### src/rtl/swt_pkg.sv
package swt_pkg;

   typedef enum logic [1:0] {
      NET_AND   = 2'b00,
      NET_OR    = 2'b01,
      SENS_RISE = 2'b10,
      SENS_FALL = 2'b11
   } net_mode_e;

   // Fault-free observed level for a network mode
   function automatic logic good_level(input net_mode_e m);
      return (m == NET_AND) || (m == SENS_RISE);
   endfunction

endpackage

### src/rtl/swt_obs.sv
module swt_obs
   import swt_pkg::*;
#(
   parameter int NUM_OUT = 6,
   parameter int CNT_W   = 7
) (
   input  logic               clk,
   input  logic               rst_n,
   input  logic               load,
   input  logic               busy,
   input  logic [CNT_W-1:0]   cnt,
   input  logic [CNT_W-1:0]   len,
   input  net_mode_e          mode,
   input  logic [NUM_OUT-1:0] out_phase,
   input  logic               ref_out,
   input  logic [NUM_OUT-1:0] cut_out,
   output logic [NUM_OUT-1:0] fail_mask,
   output logic               pass
);

   logic [NUM_OUT-1:0] late_q;
   logic               good_q;
   logic [NUM_OUT-1:0] fail_q;
   logic [NUM_OUT-1:0] fail_nxt;
   logic               pass_q;
   logic               at_end;
   logic               at_early;

   assign at_end   = busy && (cnt == len);
   assign at_early = busy && (cnt == (len - CNT_W'(1)));

   for (genvar j = 0; j < NUM_OUT; j++) begin : g_lane
      logic hit;
      assign hit         = late_q[j] ? at_end : at_early;
      assign fail_nxt[j] = fail_q[j] | (hit & (cut_out[j] ^ good_q));
   end

   always_ff @(posedge clk) begin
      if (!rst_n) begin
         late_q <= '0;
         good_q <= 1'b0;
         fail_q <= '0;
         pass_q <= 1'b0;
      end else if (load) begin
         late_q <= ~(out_phase ^ {NUM_OUT{ref_out}});
         good_q <= good_level(mode);
         fail_q <= '0;
         pass_q <= 1'b0;
      end else begin
         fail_q <= fail_nxt;
         if (at_end) pass_q <= ~|fail_nxt;
      end
   end

   assign fail_mask = fail_q;
   assign pass      = pass_q;

endmodule

### config.mk
export PLATFORM = sky130hd
export DESIGN_NAME = swt_obs
export DESIGN_NICKNAME = d
export VERILOG_FILES = /design/src/rtl/swt_pkg.sv /design/src/rtl/swt_obs.sv
export SDC_FILE = /design/constraint.sdc
export NUM_CORES = 1
export LEC_CHECK = 0
export BUFFER_PORTS_ARGS = -buffer_cell sky130_fd_sc_hd__buf_2
export CAP_MARGIN = 10
export CORE_ASPECT_RATIO = 0.75
export CORE_UTILIZATION = 43
export CTS_CLUSTER_SIZE = 30
export DETAILED_ROUTE_END_ITERATION = 16
export PLACE_DENSITY = 0.79
export SLEW_MARGIN = 20
export SYNTH_ARGS = -nofsm -noshare
export SYNTH_HDL_FRONTEND = slang
export SYNTH_SLANG_ARGS = --single-unit
### constraint.sdc
create_clock -name clk -period 1.65 [get_ports clk]
set_input_delay 0.0825 -clock clk [delete_from_list [all_inputs] [get_ports clk]]
set_output_delay 0.0825 -clock clk [all_outputs]
set_load 0.02 [all_outputs]
; After elaboration in Yosys (flattened, before gate mapping)
; Cells that the tools add are included.
[word_totals]
word_cells = 42
reg_bits = 14
in_bits = 33
[classes]
bitwise_logic = 21
mux = 6
n_reduce_logical = 7
eq_ne = 3
add_sub_neg = 1
[ops]
columns = cell, n
row1 = equality test 7 bit, 2
row2 = subtractor 7 x 1 -> 7 bit (second input constant), 1
row3 = AND 1 bit, 6
row4 = 2-to-1 mux 1 bit, 6
row5 = inverter 6 bit, 1
row6 = OR 1 bit, 6
row7 = OR reduction 6 bit, 1
row8 = XOR 1 bit, 6
row9 = XOR 6 bit, 1
row10 = equality test 2 bit (second input constant), 1
row11 = logical AND 1 bit, 2
row12 = zero test 2 bit, 1
row13 = OR reduction 2 bit, 1
row14 = zero test 1 bit, 1
row15 = logical OR 1 bit, 1
row16 = inverter 1 bit, 1

; Depth between registers and ports, before layout
; Gate-level depths: netlist of run 1.
[depth]
ltp_word = 8
depth_mapped = 9
depth_no_buf = 9

; Worst setup path before layout of run 1
; Ideal clock, no wire load.
[synth_timing]
path_kind = input port to flip-flop
start = input len[0]
end = register pass_q, in the netlist pass
t_required_ns = 1.528
setup_time_ns = 0.122
slack_ns = -0.112
path_stages = 9
arrival_time_ns = 1.640
path_cell_list = inv_1 -> ha_1 -> o21ba_2 -> a221oi_1 -> a41oi_1 -> a311oi_4 -> mux2i_1 -> o211ai_1 -> o21ai_1
[synth_between]
elab_chain_cells = 8
[synth_rtl]
columns = element, line
row1 = "start, declared", swt_obs.sv:12  ; input logic [CNT_W-1:0] len,
row2 = subtractor 7 x 1 -> 7 bit, swt_obs.sv:30  ; assign at_early = busy && (cnt == (len - CNT_W'(1)));
row3 = equality test 7 bit, swt_obs.sv:30
row4 = logical AND 1 bit, swt_obs.sv:30
row5 = 2-to-1 mux 1 bit, swt_obs.sv:34  ; assign hit = late_q[j] ? at_end : at_early;
row6 = AND 1 bit, swt_obs.sv:35  ; assign fail_nxt[j] = fail_q[j] | (hit & (cut_out[j] ^ good_q));
row7 = OR 1 bit, swt_obs.sv:35
row8 = OR reduction 6 bit, swt_obs.sv:51  ; if (at_end) pass_q <= ~|fail_nxt;
row9 = zero test 1 bit, swt_obs.sv:51
row10 = "end signal, assigned", swt_obs.sv:51
row11 = "end, declared", swt_obs.sv:25  ; logic pass_q;
; Parallel ways exist; a longest one is shown, timed or not.
; A chain may end at the register's enable or synchronous reset.

; Worst setup path after layout of run 1
[layout_timing]
start = input len[2]
end = register pass_q, in the netlist pass
; The elaborated chain is that of the path after synthesis.

==> results by stage, run 1 <==
Synth:
- Dividing the synthesized area by the synthesized cell count gives 9.05 sq um.
- The synthesized instance count is about 110.
- The commonest register cell after synthesis is sky130_fd_sc_hd__dfxtp_1.
- The number of warning messages in the yosys log is 0.
- Counting flops and latches in the post-synthesis netlist gives 14.
- The sequential share of the synthesized area is a little over a quarter.
- The number of nets in the synthesized netlist is 147.
- The async set-or-reset flop fraction in the synthesized netlist is 0%.
- The count of flip-flops with a built-in enable after synthesis is 0.
- The post-synthesis cell type count is 36.
- After synthesis the cells add up to 0.00102 sq mm.

Timing:
- At the pin with the least slew margin, the transition time is ~0.38 ns.
- The final setup violation count is 0.
- Timing would allow up to just over 0.6 GHz.
- The worst path meets setup with 0.0207 ns of slack.
- After layout, the worst path uses between 90 and 100% of the clock period.
- Setup repair after global routing could not meet its margin everywhere.
- The final hold slack is 0.0550 ns.
- The hold violation count in the final report is 0.
- Between clock sinks in the finished design, the worst skew comes to 0.00528 ns.
- The worst pin sits at a relative slew slack of 74.4%.
- The shortest clock period the worst path allows after layout is ~1.6 ns.
- The number of pins with negative max-slew slack in the final report came to 0.

Clock network:
- Clock tree synthesis inserted a total of 3 buffers.
- Counting every sink on the clock net gives 14.
- The tree is rooted in a sky130_fd_sc_hd__clkbuf_4.
- The count of H-tree levels built during CTS is 1.
- The clock passes through at most 2 buffers.
- The number of setup buffers added after CTS is 0.
- Clock latency on the worst-skew pair, taken at its later pin, is 0.28 ns.
- The clock edge transition at the registers on the reported setup and hold paths is 0.09 ns.
- TritonCTS built the clock tree.

Placed design:
- OpenSTA, run right after detailed placement, puts the worst setup slack at -0.241 ns.
- Routability-driven placement finished with a final weighted congestion of 0.979.
- The total of buffers placed on input and output ports is 38.
- Counting tap cells, the placed design contains a total of 191 instances.
- After legalization and detailed placement, the total HPWL measured 2.38 mm.

Finish:
- The filler cells instantiated in the layout total 183.
- The final cell count without fillers is 195.
- The final net count is 198.
- In the final layout, the share of cells above drive strength 1 is 43.6%.
- The area added between synthesis and finish is 38.7%.
- The repair_antennas step left the layout with diodes totalling 0.

Worst setup path:
- The cell family contributing the most delay on the critical path is compound AO/OA/AOI/OAI gates.
- The critical path is of the input pin to flop type.
- The endpoint identified for the worst register-to-register timing path is pass$_SDFFE_PP0P_.
- The number of cells on the worst reg-to-reg path is 5.
- Data on the critical path is required at its endpoint by around 1.8 ns.
- Tracing the worst setup path back leads to its startpoint at len[2].
- Of all nets on the critical path, the largest fanout is 5.
- The data arrival time of the critical path is 1.80 ns.
- In this run the register-to-register setup slack is approximately 0.15 ns.
- The worst setup path is captured at a flop.
- The critical path crosses 8 cells after its start point.
- In this design, the stage delay of the slowest critical-path cell is 0.41 ns.
- The startpoint of the lowest-slack register-to-register path is good_q$_SDFFE_PN0P_.
- The most frequent cell on the critical path is sky130_fd_sc_hd__o211ai_1.
- The critical path goes through buf_2, or3_1, nor4_1, o211ai_1, a311oi_4, mux2i_1, o211ai_1, o21ai_1.
- On the critical path, the stage with the largest delay is an instance of sky130_fd_sc_hd__or3_1.
- Counting both buffers and inverters, the worst setup path holds a total of 1.
- The worst setup path is launched from an input pin.
- The critical path ends at pass$_SDFFE_PP0P_.

Floorplan:
- The core footprint is 0.00212 sq mm.
- The initialized floorplan defines 14 standard-cell rows.
- The chip height is 44.2 um.
- The die is approximately 60 um wide.
- For this configuration, the core starts out at a cell density of between 40 and 50%.
- During I/O placement, the number of pins put on the boundary was 40.
- The floorplan die area is 0.00258 sq mm.

Hold path:
- The path class of the tightest hold or removal check is input pin to flop.

Global routing:
- The global-route total usage across every layer is a little under a quarter.
- The final global-route overflow total is 0.
- The first global-routing pass estimated about 4.5 mm of wire.
- The pin count of the biggest net entering global routing is 10.
- The number of antenna violations at the first check in global routing is 0.
- The number of global-route vias before repair is 1,005.

Routing:
- For this block, the initial DRC count from the detailed router was 46.
- The number of nets still failing antenna checks after routing is 0.
- For this run, design rule violations remaining after detail routing come to 0.
- The aggregate routed wire length is 2.95 mm.
- The number of vias per cell after detailed routing is 5.71.
- The per-cell routed wire length is 15.1 um.
- The number of detailed-routing iterations run before antenna repair is 4.
- The total via count after detailed routing is 1,113.

Power and ir drop:
- The total power consumption of the routed design is 0.000863 W.
- In this run the power density over the cells is 609 mW/mm^2.
- The worst vdd rail ir drop is 0.000397 V.
- Summed over all cells, the static leakage comes to 0.607 nW.

Run status:
- The run finished with clean final reports.

Job:
- The number of max-capacitance violations reported is 0.
state kept, by name, indices dropped and copies added (netlist names):
signal     flops
good_q         1
pass           1
fail_mask      6
late_q         6
worst min path at each step:
| stage | slack (ns) | endpoint | start | cells past startpoint |
|---|---|---|---|---|
| CTS | 0.05 | good_q$_SDFFE_PN0P_ | mode[0] | 3 |
| floorplan | 0.21 | late_q[0]$_SDFFE_PN0P_ | rst_n | 1 |
| global route | 0.04 | good_q$_SDFFE_PN0P_ | mode[0] | 3 |
| global placement | 0.35 | good_q$_SDFFE_PN0P_ | mode[0] | 3 |
| detailed placement | 0.35 | good_q$_SDFFE_PN0P_ | mode[0] | 3 |
| finish | 0.06 | good_q$_SDFFE_PN0P_ | mode[0] | 3 |
logic make-up after synthesis:
group / count (synthesis) / share of synthesized area, %
buf+inv: 5 / 1.84
compound gates: 21 / 16.8
flops: 14 / 27.4
fa+ha+maj: 1 / 1.22
simple gates: 39 / 22.9
xor+xnor: 23 / 19.7
mux: 10 / 10.2
worst min-delay path: cells and delay by family:
kind / cells / cell delay, ns
buf+inv: 1 / 0.08
simple gates: 1 / 0.04
compound gates: 1 / 0.09
cells in the mapped netlist, drive strengths merged (4+ instances only):
library cell	count	area share, %
nor2b	9	5.5
xnor2	15	13
nor2	9	4.3
nor4	4	2.4
mux2i	7	6.9
dfxtp	14	27
xor2	8	6.9
o21ai	4	2.0
routing by layer:
metal  global-route usage (%)  wire [um]  vias to the layer above
li1                         -          -                      512
met1                     30.8       1240                      524
met2                     37.9       1380                       67
met3                     7.31        268                       10
met4                     6.19         48                        0
met5                        0          0                        -
layout make-up:
class	instances	area [sq um]	share of cell area, %
clock buffers	4	36.3	2.56
inverters	2	7.51	0.530
multi-input cells	94	781	55.1
flip-flops and latches	14	280	19.8
well taps	32	40.0	2.82
repair buffers	49	273	19.2
per-stage QoR:
step,cell area [sq um],utilization [%],setup TNS [ns]
floorplan,1030,-,0
global placement,1340,63.0,-0.968
detailed placement,1340,63.0,-1.23
CTS,1370,64.8,0
global route,1420,66.9,-0.0699
finish,1420,66.9,0
repair_timing:
action,CTS,global route
endpoints found under the setup margin,0,4
hold buffers,0,0
resized for setup,0,7
where the power goes:
part	switching (W)	internal, W
Clock	0.000114	0.000134
Combinational	0.000125	0.000122
Sequential	0.0000162	0.000351
Total	0.000255	0.000608
cell usage in the layout, fill, tap and decap left out, types with 2 or more instances in the layout:
cell	count
sky130_fd_sc_hd__buf_4	11
sky130_fd_sc_hd__nand3_1	3
sky130_fd_sc_hd__o21ai_0	2
sky130_fd_sc_hd__nor2b_1	9
sky130_fd_sc_hd__nand2_1	3
sky130_fd_sc_hd__a21oi_1	3
sky130_fd_sc_hd__o211ai_1	3
sky130_fd_sc_hd__nor4_1	3
sky130_fd_sc_hd__inv_2	2
sky130_fd_sc_hd__xnor2_1	15
sky130_fd_sc_hd__o21ai_1	2
sky130_fd_sc_hd__mux2i_1	7
sky130_fd_sc_hd__clkbuf_4	3
sky130_fd_sc_hd__buf_2	38
sky130_fd_sc_hd__nand4_1	3
sky130_fd_sc_hd__xor2_1	7
sky130_fd_sc_hd__dfxtp_1	14
sky130_fd_sc_hd__a221oi_2	3
sky130_fd_sc_hd__nor2_1	7
sky130_fd_sc_hd__mux2_1	3
Power figures use the tool's default switching activity.
==> run 2, diff against run 1 <==
--- a/config.mk
+++ b/config.mk
@@ -8,10 +8,11 @@
 export BUFFER_PORTS_ARGS = -buffer_cell sky130_fd_sc_hd__buf_2
 export CAP_MARGIN = 10
 export CORE_ASPECT_RATIO = 0.75
-export CORE_UTILIZATION = 43
+export CORE_UTILIZATION = 45
+export CTS_BUF_LIST = sky130_fd_sc_hd__clkbuf_8
 export CTS_CLUSTER_SIZE = 30
 export DETAILED_ROUTE_END_ITERATION = 16
-export PLACE_DENSITY = 0.79
+export PLACE_DENSITY = 0.82
 export SLEW_MARGIN = 20
 export SYNTH_ARGS = -nofsm -noshare
 export SYNTH_HDL_FRONTEND = slang
==> results by stage, run 2 (synthesis results as in run 1) <==
Run status:
- The flow ran to the end, but the final reports show violations.
- The final reports fail on DRC, setup timing.

Routing:
- The number of remaining DRC errors is 4.
- In this run the remaining antenna-violating nets after routing total 0.
- The per-cell routed wire length is about 15 um.
- The number of vias per cell after detailed routing is around 5.5.
- Wires add up to 2.77 mm.
- The number of detailed-routing iterations run before antenna repair is 12.
- The detailed router finished its first iteration with 33 violations.
- The total via count after detailed routing is about 1,000.

Global routing:
- The first-pass GRT wire length is 4.46 mm.
- The global-route total usage across every layer is between 20% and 30%.
- The number of global-route vias before repair is 971.
- The pin count of the biggest net entering global routing is 10.
- The number of antenna violations at the first check in global routing came to 0.
- After global routing the overflow that remains totals 0.

Floorplan:
- The die is 43.3 um tall.
- The floorplan step defined a die boundary enclosing 0.00247 sq mm.
- The die outline width is 57.0 um.
- The core footprint is between 0.002 and 0.0025 sq mm.
- The count of pins on the block boundary is 40.
- Once the floorplan was initialized, standard cells occupied between 40% and 50% of the core.
- Row generation in the floorplan step produced 14 rows.

Timing:
- The number of pins with negative max-slew slack in the final report is 0.
- The final setup violation count is 1.
- The hold violation count in the final report came to 0.
- The total negative slack for setup checks is -0.0174 ns.
- For the final database, setup skew stands at 0.00750 ns.
- For the pin with the worst max-slew slack, the measured transition is between 0.3 and 0.4 ns.
- Final hold analysis gives a worst-case slack of 0.148 ns.
- The final critical-path share of the clock period is 101%.
- The worst path setup slack after routing is -0.0174 ns.
- Static timing analysis puts the maximum clock frequency at 0.600 GHz.
- Setup repair after global routing could not meet its margin everywhere.
- The headroom to the max-slew limit is approximately 76%.
- The shortest clock period the worst path allows after layout is 1.67 ns.

Placed design:
- The HPWL after detailed placement is between 2 and 2.5 mm.
- The final estimated routing congestion in global placement is 0.878.
- Buffers placed on the I/O ports in this run total 38.

Worst setup path:
- The data required time at the worst endpoint is 1.84 ns.
- The worst reg-to-reg setup slack is 0.17 ns.
- The startpoint class of the critical path is an input pin.
- The endpoint type of the worst setup path is a flop.
- The class of the most critical setup path is input pin to flop.
- STA puts the critical path data arrival time at 1.86 ns.
- Along the worst path, the maximum fanout reaches 5.

Finish:
- The leading cell type in the layout, fill and taps excluded is sky130_fd_sc_hd__buf_2.
- The number of antenna diodes in the final layout is 0.
- In the layout the commonest cells are sky130_fd_sc_hd__buf_2 (36), sky130_fd_sc_hd__xnor2_1 (15), sky130_fd_sc_hd__dfxtp_1 (14).
- The final net count is 200.
- The area added between synthesis and finish is 43.6%.
- The share of post-route cells with drive strength above 1 is approximately 44%.
- The layout has 162 filler cells.

Clock network:
- In this run the clock root is driven by a sky130_fd_sc_hd__clkbuf_8.
- TritonCTS built the clock tree.
- For this design, the CTS-stage hold fixing added 0 buffers.
- The total number of clock tree sinks is 14.
- The clock edge transition at the registers on the reported setup and hold paths is 0.06 ns.
- The count of H-tree levels built during CTS is 1.
- In this run the deepest clock path goes through 2 buffers.
- The CTS buffer count is 3.
- The clock reaches the later pin of the worst-skew pair after 0.25 ns.

Hold path:
- The type of the most critical hold path is input pin to flop.

Power and ir drop:
- Per report_power, the clock group accounts for around a third of the total.
- The switching share of total power is approximately 28%.
- Summed over all cells, the static leakage comes to roughly 0.63 nW.
- For this design the ratio of total power to cell area is 659 mW/mm^2.
- IR analysis of the VDD net gives a maximum drop of 0.000658 V.
- The sequential share of power is 38.1%.
- The part of the total power dissipated in combinational logic is around 27%.
- The internal portion of the total power is approximately 0.00070 W.
- Summed over all nets, the switching power comes to 0.000268 W.

Job:
- The tool flagged a number of max-cap violations equal to 0.
==> run 2: worst paths after layout <==
path                                         startpoint                      end  cells past startpoint
worst max register to register      good_q$_SDFFE_PN0P_        pass$_SDFFE_PP0P_                      5
worst min-delay path                            mode[0]      good_q$_SDFFE_PN0P_                      3
worst max-delay path                             len[1]        pass$_SDFFE_PP0P_                     12
worst min register to register  fail_mask[5]$_SDFF_PP0_  fail_mask[5]$_SDFF_PP0_                      2
==> run 2: power groups by stage <==
stage	logic [W]	clock network (W)	registers, W
after floorplan	0.000136	0	0.000366
after global placement	0.000226	0	0.000374
after detailed placement	0.000232	0	0.000376
after CTS	0.000234	0.000344	0.000368
after global routing	0.000281	0.000359	0.000370
final	0.000260	0.000339	0.000368
==> run 2: metal layers <==
layer	vias to the layer above	share of wire [%]	GRT usage, %
met1	485	51	34.0
met5	-	0	0
li1	521	-	-
met4	0	0.29	5.85
met2	25	45	37.4
met3	2	4.3	7.01
==> run 2: layout make-up <==
cell class              instances  area (sq um)  area share, %
clock buffers                   4          55.1           3.75
inverters                       2          12.5          0.853
well taps                      24          30.0           2.05
repair buffers                 51           320           21.8
flip-flops and latches         14           280           19.1
multi-input cells              94           769           52.4
==> run 2: repair_timing <==
item / in CTS / in global routing
gates resized for setup: 0 / 13
endpoints found under the setup margin: 0 / 6
buffers inserted: 0 / 1
==> run 2: per-stage QoR <==
step / setup WS [ns] / utilization [%] / std cells / instance area [sq um] / total power (W)
after CTS: 0.0183 / 67.2 / 188 / 1390 / 0.000947
after floorplan: 0.00471 / - / 113 / 1030 / 0.000502
final: -0.0174 / 71.0 / 189 / 1470 / 0.000967
after global routing: -0.130 / 71.0 / 189 / 1470 / 0.00101
after global placement: -0.203 / 64.5 / 184 / 1330 / 0.000599
after detailed placement: -0.250 / 64.5 / 184 / 1330 / 0.000608
==> run 2: critical path, stage by stage <==
cell                       delay (ns)
sky130_fd_sc_hd__buf_8           0.08
sky130_fd_sc_hd__inv_4           0.03
sky130_fd_sc_hd__ha_4            0.18
sky130_fd_sc_hd__buf_12          0.13
sky130_fd_sc_hd__xnor2_1         0.19
sky130_fd_sc_hd__a221oi_2        0.10
sky130_fd_sc_hd__a41oi_2         0.25
sky130_fd_sc_hd__buf_4           0.16
sky130_fd_sc_hd__nor4_1          0.04
sky130_fd_sc_hd__a221oi_1        0.38
sky130_fd_sc_hd__nand2_1         0.10
sky130_fd_sc_hd__o21ai_1         0.13
